### src/rtl/fbaud_pkg.sv
package fbaud_pkg;

    typedef enum logic [1:0] {
        ST_HALT    = 2'd0,
        ST_COUNT   = 2'd1,
        ST_STRETCH = 2'd2
    } fb_state_t;

    localparam logic SEL_INT  = 1'b0;
    localparam logic SEL_FRAC = 1'b1;

endpackage

### src/rtl/fbaud_regs.sv
module fbaud_regs
    import fbaud_pkg::*;
#(
    parameter int INT_W  = 16,
    parameter int FRAC_W = 4,
    parameter int DATA_W = 16
) (
    input  logic              clk,
    input  logic              rst_n,
    input  logic              wr_en,
    input  logic              wr_addr,
    input  logic [DATA_W-1:0] wr_data,
    input  logic              rd_addr,
    output logic [DATA_W-1:0] rd_data,
    output logic [INT_W-1:0]  div_int,
    output logic [FRAC_W-1:0] div_frac,
    output logic              restart
);

    logic [INT_W-1:0]  int_q;
    logic [FRAC_W-1:0] frac_q;
    logic [DATA_W-1:0] int_rd;
    logic [DATA_W-1:0] frac_rd;

    always_ff @(posedge clk or negedge rst_n) begin
        if (!rst_n) begin
            int_q  <= '0;
            frac_q <= '0;
        end else if (wr_en) begin
            if (wr_addr == SEL_INT) begin
                int_q <= wr_data[INT_W-1:0];
            end else begin
                frac_q <= wr_data[FRAC_W-1:0];
            end
        end
    end

    generate
        if (DATA_W > INT_W) begin : g_int_pad
            assign int_rd = {{(DATA_W-INT_W){1'b0}}, int_q};
        end else begin : g_int_full
            assign int_rd = int_q;
        end
        if (DATA_W > FRAC_W) begin : g_frac_pad
            assign frac_rd = {{(DATA_W-FRAC_W){1'b0}}, frac_q};
        end else begin : g_frac_full
            assign frac_rd = frac_q;
        end
    endgenerate

    always_comb begin
        rd_data = (rd_addr == SEL_INT) ? int_rd : frac_rd;
    end

    assign div_int  = int_q;
    assign div_frac = frac_q;
    assign restart  = wr_en;


    frac_keep_chk: assert property (@(posedge clk) disable iff (!rst_n)
        (wr_en && wr_addr == SEL_FRAC) |=> (div_frac == $past(wr_data[FRAC_W-1:0])));


    int_keep_chk: assert property (@(posedge clk) disable iff (!rst_n)
        (wr_en && wr_addr == SEL_INT) |=> (div_int == $past(wr_data[INT_W-1:0])));

endmodule

### src/rtl/fbaud_accum.sv
module fbaud_accum #(
    parameter int FRAC_W = 4
) (
    input  logic              clk,
    input  logic              rst_n,
    input  logic              clear,
    input  logic              step,
    input  logic [FRAC_W-1:0] frac,
    output logic              carry
);

    logic [FRAC_W-1:0] acc_q;
    logic [FRAC_W:0]   sum;

    always_comb begin
        sum   = {1'b0, acc_q} + {1'b0, frac};
        carry = sum[FRAC_W];
    end

    always_ff @(posedge clk or negedge rst_n) begin
        if (!rst_n) begin
            acc_q <= '0;
        end else if (clear) begin
            acc_q <= '0;
        end else if (step) begin
            acc_q <= sum[FRAC_W-1:0];
        end
    end


    acc_clear_chk: assert property (@(posedge clk) disable iff (!rst_n)
        clear |=> (acc_q == '0));


    acc_hold_chk: assert property (@(posedge clk) disable iff (!rst_n)
        (!clear && !step) |=> $stable(acc_q));

endmodule

### src/rtl/fbaud_ctrl.sv
module fbaud_ctrl
    import fbaud_pkg::*;
#(
    parameter int INT_W = 16
) (
    input  logic             clk,
    input  logic             rst_n,
    input  logic             restart,
    input  logic [INT_W-1:0] div_int,
    input  logic             carry,
    output logic             step,
    output logic             tick
);

    fb_state_t        state_q, state_d;
    logic [INT_W-1:0] cnt_q, cnt_d;
    logic             at_end;

    assign at_end = (state_q == ST_COUNT) && (cnt_q == div_int);

    always_comb begin
        state_d = state_q;
        cnt_d   = cnt_q;
        unique case (state_q)
            ST_HALT: begin
                if (div_int != '0) begin
                    state_d = ST_COUNT;
                    cnt_d   = INT_W'(1);
                end
            end
            ST_COUNT: begin
                if (div_int == '0) begin
                    state_d = ST_HALT;
                end else if (at_end) begin
                    cnt_d   = INT_W'(1);
                    state_d = carry ? ST_STRETCH : ST_COUNT;
                end else begin
                    cnt_d = cnt_q + INT_W'(1);
                end
            end
            ST_STRETCH: begin
                state_d = ST_COUNT;
                cnt_d   = INT_W'(1);
            end
            default: begin
                state_d = ST_HALT;
            end
        endcase
        if (restart) begin
            state_d = ST_HALT;
            cnt_d   = '0;
        end
    end

    always_ff @(posedge clk or negedge rst_n) begin
        if (!rst_n) begin
            state_q <= ST_HALT;
            cnt_q   <= '0;
        end else begin
            state_q <= state_d;
            cnt_q   <= cnt_d;
        end
    end

    always_comb begin
        step = at_end && !restart;
        tick = (at_end && !carry) || (state_q == ST_STRETCH);
    end


    zero_div_chk: assert property (@(posedge clk) disable iff (!rst_n)
        (div_int == '0) |-> !tick);


    stretch_once_chk: assert property (@(posedge clk) disable iff (!rst_n)
        (state_q == ST_STRETCH) |=> (state_q != ST_STRETCH));


    cnt_bound_chk: assert property (@(posedge clk) disable iff (!rst_n)
        (state_q == ST_COUNT) |-> (cnt_q != '0 && cnt_q <= div_int));


    restart_quiet_chk: assert property (@(posedge clk) disable iff (!rst_n)
        restart |=> (state_q == ST_HALT && !tick));

endmodule

### src/rtl/fbaud_gen.sv
module fbaud_gen #(
    parameter int INT_W  = 16,
    parameter int FRAC_W = 4,
    parameter int DATA_W = 16
) (
    input  logic              clk,
    input  logic              rst_n,
    input  logic              wr_en,
    input  logic              wr_addr,
    input  logic [DATA_W-1:0] wr_data,
    input  logic              rd_addr,
    output logic [DATA_W-1:0] rd_data,
    output logic              tick
);

    logic [INT_W-1:0]  div_int;
    logic [FRAC_W-1:0] div_frac;
    logic              restart;
    logic              step;
    logic              carry;

    fbaud_regs #(
        .INT_W (INT_W),
        .FRAC_W(FRAC_W),
        .DATA_W(DATA_W)
    ) u_regs (
        .clk     (clk),
        .rst_n   (rst_n),
        .wr_en   (wr_en),
        .wr_addr (wr_addr),
        .wr_data (wr_data),
        .rd_addr (rd_addr),
        .rd_data (rd_data),
        .div_int (div_int),
        .div_frac(div_frac),
        .restart (restart)
    );

    fbaud_accum #(
        .FRAC_W(FRAC_W)
    ) u_accum (
        .clk  (clk),
        .rst_n(rst_n),
        .clear(restart),
        .step (step),
        .frac (div_frac),
        .carry(carry)
    );

    fbaud_ctrl #(
        .INT_W(INT_W)
    ) u_ctrl (
        .clk    (clk),
        .rst_n  (rst_n),
        .restart(restart),
        .div_int(div_int),
        .carry  (carry),
        .step   (step),
        .tick   (tick)
    );


    tick_gap_chk: assert property (@(posedge clk) disable iff (!rst_n)
        (tick && div_int > INT_W'(1)) |=> !tick);

endmodule

### config.mk
export PLATFORM = sky130hd
export DESIGN_NAME = fbaud_gen
export DESIGN_NICKNAME = d
export VERILOG_FILES = /design/src/rtl/fbaud_pkg.sv /design/src/rtl/fbaud_regs.sv /design/src/rtl/fbaud_accum.sv /design/src/rtl/fbaud_ctrl.sv /design/src/rtl/fbaud_gen.sv
export SDC_FILE = /design/constraint.sdc
export NUM_CORES = 1
export LEC_CHECK = 0
export ABC_AREA = 0
export ABC_CLOCK_PERIOD_IN_PS = 2140
export CAP_MARGIN = 20
export CORE_MARGIN = 5
export CORE_UTILIZATION = 63
export CTS_BUF_LIST = sky130_fd_sc_hd__clkbuf_16
export DETAILED_ROUTE_END_ITERATION = 6
export DONT_BUFFER_PORTS = 1
export PLACE_DENSITY = 0.77
export SLEW_MARGIN = 15
export SYNTH_ARGS = -nofsm -noshare
export SYNTH_HDL_FRONTEND = slang
export SYNTH_HIERARCHICAL = 1
export SYNTH_SLANG_ARGS = --single-unit
### constraint.sdc
create_clock -name clk -period 2.14 [get_ports clk]
set_clock_uncertainty 0.05 [all_clocks]
set_input_delay 0.428 -clock clk [delete_from_list [all_inputs] [get_ports clk]]
set_output_delay 0.428 -clock clk [all_outputs]
set_load 0.05 [all_outputs]
==> results.cfg, run 1 <==
[status]
status = complete, but fails checks
violations = negative setup slack

[power_and_ir_drop]
p_switching_uw = 623.5
comb_power_share = 0.210
irDropWorstVdd_mv = 0.5355
switching_share = 0.2982
power.leakage_nw = 1.249
p_clk_frac = 0.341
pwr_density_cell_mw_per_mm2 = 724.7
p_seq_frac = 0.448
intPower_mw = 1.468

[logic_synthesis]
syn_area_mm2 = 0.002472
synth-main-ff-cell = dfrtp_1
ys_seq_area_frac = 0.4251
synthCells = 224
yosys_warnings = 6
synth_top_cell_by_area = dfrtp_1
avgSynthCellArea_um2 = 11.04
synth-edff-count = 0
yosysTopAreaCellShare = 0.4251
synth_nets = 251
synthArstFlopShare = 1.000
yosysUniqueCellTypes = 45
synth.area.top_cells = dfrtp_1 (43%), mux2_2 (6.4%), mux2_4 (6.1%)
yosys_register_bits = 42

[die]
core_mm2 = 0.003744
die_height_um = 72.65
start_util = 0.6604
std_cell_rows = 22
io-pin-count = 38
dieArea_mm2 = 0.005277
die_w_um = 72.65

[worst_hold_path]
whs_endpoint = u_accum/acc_q[0]$_DFFE_PN0P_
holdPathStages = 1
min_from = wr_en
hold_class = in -> reg

[clock_network]
cts_tree = done
clkTransAtPathRegs_ns = 0.06
htree_levels = 2
cts_buffers = 5
cts-root-buf = clkbuf_16
clock_sinks = 42
clk_latency_ns = 0.28
clock_path_buffers = 2

[timing]
rsz0062_at_grt = true
slew_headroom = 0.6175
finalMaxSlewViolations = 0
final_min_period_over_clock_period = 1.120
worst_pin_slew_ns = 0.5726
setup_viol = 1
max_freq_ghz = 0.4174
layout_min_cycle_time_ns = 2.396
final.setup.worst_slack_ns = -0.2558
hold_violations = 0

[detailed_routing]
drt_iter0_markers = 167
wl_per_cell_um = 19.22
first_pass_iters = 4
drc = 0
ant_nets = 0
drt_wl_total_um = 5766
vias_per_cell = 6.057
vias = 1817

[worst_setup_path]
crit_required_ns = 1.66
startpoint_type = flop
worst_r2r_endpoint = u_ctrl/cnt_q[3]$_DFFE_PN0P_
worstSetupPathType = reg -> out
endpoint_kind = output pin
r2r_cells = 6
startpoint = u_regs/div_frac[0]$_DFFE_PN0P_
worstPathMaxFanout = 2
r2r-start = u_regs/div_int[10]$_DFFE_PN0P_
cp.arrival_ns = 1.92
rrSetupSlack_ns = 0.11

[placed_design]
gp_congestion = 0.9448
placed_area_mm2 = 0.002630
dpl.hpwl_um = 4039
place_ws_ns = -0.06195
portBuffers = 0

[global_routing]
antenna_found_initial = 0
grt.total_usage = 0.2311
grt_start_max_net_pins = 43
grt_pass1_wl_um = 9308
grt_pass1_vias = 1832
grt_overflow = 0

[flow_run]
cap_violations = 0

[cells_and_area]
syn_to_final_growth_pct = 16.70
antennaDiodeCount = 0
nets = 278
stdcell_area_mm2 = 0.002885
drive_gt1_frac = 0.3016
## power groups by stage
stage | Clock (mW) | Sequential [mW] | Combinational [mW]
3_5_place_dp | 0 | 0.945 | 0.400
6_report | 0.714 | 0.937 | 0.440
3_3_place_gp | 0 | 0.941 | 0.390
2_1_floorplan | 0 | 0.920 | 0.346
5_1_grt | 0.760 | 0.945 | 0.469
4_1_cts | 0.725 | 0.932 | 0.430
## worst max path at each step
stage	end	slack, ns
after detailed placement	u_accum/acc_q[2]$_DFFE_PN0P_	-0.06
final	tick	-0.26
after CTS	tick	-0.28
after floorplan	tick	0.01
after global routing	tick	-0.32
after global placement	tick	0.02
## stage by stage
| step | total power [mW] | TNS (ns) | util | std cells | hold slack [ns] |
|---|---|---|---|---|---|
| floorplan | 1.266 | 0 | - | 224 | 0.08241 |
| global placement | 1.331 | 0 | 0.7025 | 282 | 0.08343 |
| detailed placement | 1.345 | -0.09793 | 0.7025 | 282 | 0.08381 |
| CTS | 2.088 | -0.3846 | 0.7540 | 295 | 0.1486 |
| global route | 2.173 | -0.3201 | 0.7707 | 300 | 0.1478 |
| finish | 2.091 | -0.2558 | 0.7707 | 300 | 0.1559 |
## state kept, by name (all words and copies together) (netlist names)
signal / flops
u_ctrl/cnt_q: 16
u_accum/acc_q: 4
u_ctrl/state_q: 2
u_regs/div_int: 16
u_regs/div_frac: 4
## timing repair
item | CTS | global route
hold endpoints to repair | 42 | 0
pin swaps | 5 | 5
endpoints found under the setup margin | 3 | 5
hold buffers | 2 | 0
buffers inserted | 3 | 5
resized for setup | 1 | 5
## area by class of cell
type / count / area (um2)
Inverter: 4 / 15.01
Timing Repair Buffer: 31 / 260.3
Sequential cell: 42 / 1051
Clock inverter: 3 / 12.51
Tap cell: 48 / 60.06
Fill cell: 253 / 858.3
Multi-Input combinational cell: 167 / 1361
Clock buffer: 5 / 125.1
## layout by cell type (no fill, tap or decap), types with 2 or more instances in the layout
cell type	synthesis	routed
a21oi_2	2	2
mux2i_1	2	2
nand2_1	9	8
clkbuf_16	0	5
nor2b_1	13	13
buf_12	1	2
and2_1	3	3
a21oi_1	2	2
and3_1	3	3
nand3_1	6	6
nor4_1	4	4
mux2_2	14	14
xnor2_2	0	2
o21ai_2	2	2
o2111ai_1	9	9
nor3_1	4	4
nand4_1	6	6
xor2_1	11	11
ha_1	5	4
inv_1	4	5
mux2_4	10	10
o21ai_0	3	3
buf_4	2	28
and4_1	3	3
dfrtp_1	42	42
nor2_1	22	21
xnor2_1	17	15
## metal layers
metal  global-route usage  vias up  wire, um
met5                    0        -         0
met4              0.07787        0        86
met3              0.05234       10       331
met2               0.3938       58      3008
met1               0.2891      894      2339
li1                     -      855         -
## cells in the mapped netlist, types with 5 or more instances
| cell | number |
|---|---|
| dfrtp_1 | 42 |
| ha_1 | 5 |
| mux2_2 | 14 |
| mux2_4 | 10 |
| nand2_1 | 9 |
| nand3_1 | 6 |
| nand4_1 | 6 |
| nor2_1 | 22 |
| nor2b_1 | 13 |
| o2111ai_1 | 9 |
| xnor2_1 | 17 |
| xor2_1 | 11 |
## logic make-up after synthesis
group	Yosys count	synth area share
flops	42	0.4251
xor+xnor	28	0.09919
simple gates	76	0.1685
compound gates	31	0.09920
fa+ha+maj	6	0.03340
buf+inv	15	0.04200
mux	26	0.1326
## critical path: stages (launching register included)
cell and delay [ns]:
dfrtp_1 0.40, ha_2 0.20, fa_2 0.34, a21o_2 0.19
a21o_1 0.21, o22ai_4 0.13, buf_12 0.16
(Power assumes the default switching activity.)
==> run 2: changes to the inputs <==
--- a/config.mk
+++ b/config.mk
@@ -9,11 +9,11 @@
 export ABC_CLOCK_PERIOD_IN_PS = 2140
 export CAP_MARGIN = 20
 export CORE_MARGIN = 5
-export CORE_UTILIZATION = 63
+export CORE_UTILIZATION = 49
 export CTS_BUF_LIST = sky130_fd_sc_hd__clkbuf_16
 export DETAILED_ROUTE_END_ITERATION = 6
 export DONT_BUFFER_PORTS = 1
-export PLACE_DENSITY = 0.77
+export PLACE_DENSITY = 0.62
 export SLEW_MARGIN = 15
 export SYNTH_ARGS = -nofsm -noshare
 export SYNTH_HDL_FRONTEND = slang
==> run 2 against run 1 <==
The flow still finishes with violations (negative setup slack). Critical path type unchanged. Via count did not move. Final area barely moved. Largest cell class unchanged. Maximum frequency rose by 0.41%.
==> results.cfg, run 2 (synthesized netlist as in run 1, its figures left out) <==
[status]
status = complete, but fails checks
violations = negative setup slack

[timing]
worst_pin_slew_ns = 0.5900
final_min_period_over_clock_period = 1.115
slew_headroom = 0.6058
layout_min_cycle_time_ns = 2.386
setup_viol = 1
hold_slack_ns = 0.1666
max_freq_ghz = 0.4191
final.setup.worst_slack_ns = -0.2460
finalMaxSlewViolations = 0
hold_violations = 0
rsz0062_at_grt = true

[detailed_routing]
wl_per_cell_um = 17.45
ant_nets = 0
drt_iter0_markers = 148
vias_per_cell = 5.732
vias = 1817
drc = 0
first_pass_iters = 4
drt_wl_total_um = 5532

[power_and_ir_drop]
power.leakage_nw = 1.227
intPower_mw = 1.472
pwr_density_cell_mw_per_mm2 = 722.1
p_switching_uw = 612.2
comb_power_share = 0.216
p_clk_frac = 0.340
p_seq_frac = 0.444
switching_share = 0.2937
irDropWorstVdd_mv = 0.4370

[clock_network]
cts_buffers = 5
clkTransAtPathRegs_ns = 0.06
cts_tree = done
htree_levels = 2
clock_path_buffers = 2
clk_latency_ns = 0.28
cts-root-buf = clkbuf_16
clock_sinks = 42

[global_routing]
antenna_found_initial = 0
grt_pass1_vias = 1895
grt_pass1_wl_um = 9225
grt.total_usage = 0.1841
grt_overflow = 0
grt_start_max_net_pins = 43

[cells_and_area]
drive_gt1_frac = 0.2960
nets = 276
final_cell_mix = dfrtp_1 (42), buf_4 (26), nor2_1 (21)
antennaDiodeCount = 0
final_common_cell = dfrtp_1
final.fill_count = 421
syn_to_final_growth_pct = 16.75
stdcell_area_mm2 = 0.002887

[placed_design]
placed_area_mm2 = 0.002691
gp_congestion = 0.8375
dpl.hpwl_um = 4084
portBuffers = 0

[worst_setup_path]
slowest_stage = dfrtp_1
crit_required_ns = 1.66
worstSetupPathType = reg -> out
slowest_delay_ns = 0.38
startpoint_type = flop
path_cells = ha_2, fa_2, a21o_2, a21o_1, o22ai_4, buf_12
worstPathMaxFanout = 2
cp.arrival_ns = 1.91
endpoint_kind = output pin

[die]
std_cell_rows = 25
io-pin-count = 38
core_mm2 = 0.004817
die_height_um = 81.03
die_w_um = 81.03
dieArea_mm2 = 0.006566
start_util = 0.5132

[worst_hold_path]
hold_class = in -> reg

[flow_run]
cap_violations = 0
## run 2: cell count changes in the layout (fill, tap and decap cells not counted)
cell,previous run,this run
nor4_2,0,2
buf_4,28,26
xnor2_2,2,0
nor2_4,1,0
nor4_1,4,2
xnor2_1,15,17
nor2_2,0,1
## run 2: routing by layer
| layer | share of wire | vias up | wire, um | GRT usage |
|---|---|---|---|---|
| li1 | - | 851 | - | - |
| met4 | 0.014 | 0 | 78 | 0.07264 |
| met3 | 0.037 | 7 | 204 | 0.03326 |
| met1 | 0.43 | 918 | 2352 | 0.2201 |
| met5 | 0 | - | 0 | 0 |
| met2 | 0.52 | 41 | 2896 | 0.3259 |
## run 2: through the flow
stage            util  power (mW)  worst slack [ns]  cells  setup TNS (ns)
2_1_floorplan       -       1.266           0.01217    224               0
3_3_place_gp   0.5587       1.355           0.01414    306               0
3_5_place_dp   0.5587       1.362          -0.02140    306        -0.02140
4_1_cts        0.5956       2.095           -0.2643    317         -0.2643
5_1_grt        0.5992       2.168           -0.3175    317         -0.3527
6_report       0.5992       2.084           -0.2460    317         -0.2460
## run 2: area by class of cell
class | count | area [um2] | area share
multi-input cells | 167 | 1354 | 0.4690
well taps | 67 | 83.83 | 0.02904
repair buffers | 29 | 245.2 | 0.08496
flip-flops and latches | 42 | 1051 | 0.3641
inverters | 4 | 15.01 | 0.005202
clock buffers | 5 | 125.1 | 0.04335
clock inverters | 3 | 12.51 | 0.004335
## run 2: final timing paths
check | to | startpoint | depth (start not counted) | slack [ns]
max reg2reg | u_accum/acc_q[1]$_DFFE_PN0P_ | u_regs/div_int[0]$_DFFE_PN0P_ | 8 | 0.10
max | tick | u_regs/div_frac[0]$_DFFE_PN0P_ | 6 | -0.25
min in group asynchronous | u_ctrl/cnt_q[1]$_DFFE_PN0P_ | rst_n | 2 | 0.57
max in group asynchronous | u_ctrl/cnt_q[9]$_DFFE_PN0P_ | rst_n | 2 | 1.26
min | u_accum/acc_q[1]$_DFFE_PN0P_ | wr_en | 1 | 0.17
min reg2reg | u_accum/acc_q[3]$_DFFE_PN0P_ | u_accum/acc_q[3]$_DFFE_PN0P_ | 2 | 0.48
## run 2: timing repair
item                                    CTS  global route
resized for setup                         1             4
pin swaps                                 1             0
hold buffers                              2             0
buffers inserted                          1             0
endpoints found under the hold margin    42             0
endpoints found under the setup margin    1            13
## run 2: worst max-delay path, delay by kind of cell, from the launching register on
family,cells,cell delay (ns)
buffers and inverters,1,0.16
AOI/OAI and AO/OA,3,0.53
DFF,1,0.38
adders and majority gates,2,0.55
## run 2: power groups by stage
stage | Combinational, mW | Sequential [mW] | Clock (mW)
2_1_floorplan | 0.346 | 0.920 | 0
3_3_place_gp | 0.419 | 0.937 | 0
3_5_place_dp | 0.425 | 0.938 | 0
4_1_cts | 0.449 | 0.924 | 0.723
5_1_grt | 0.478 | 0.935 | 0.755
6_report | 0.450 | 0.925 | 0.709
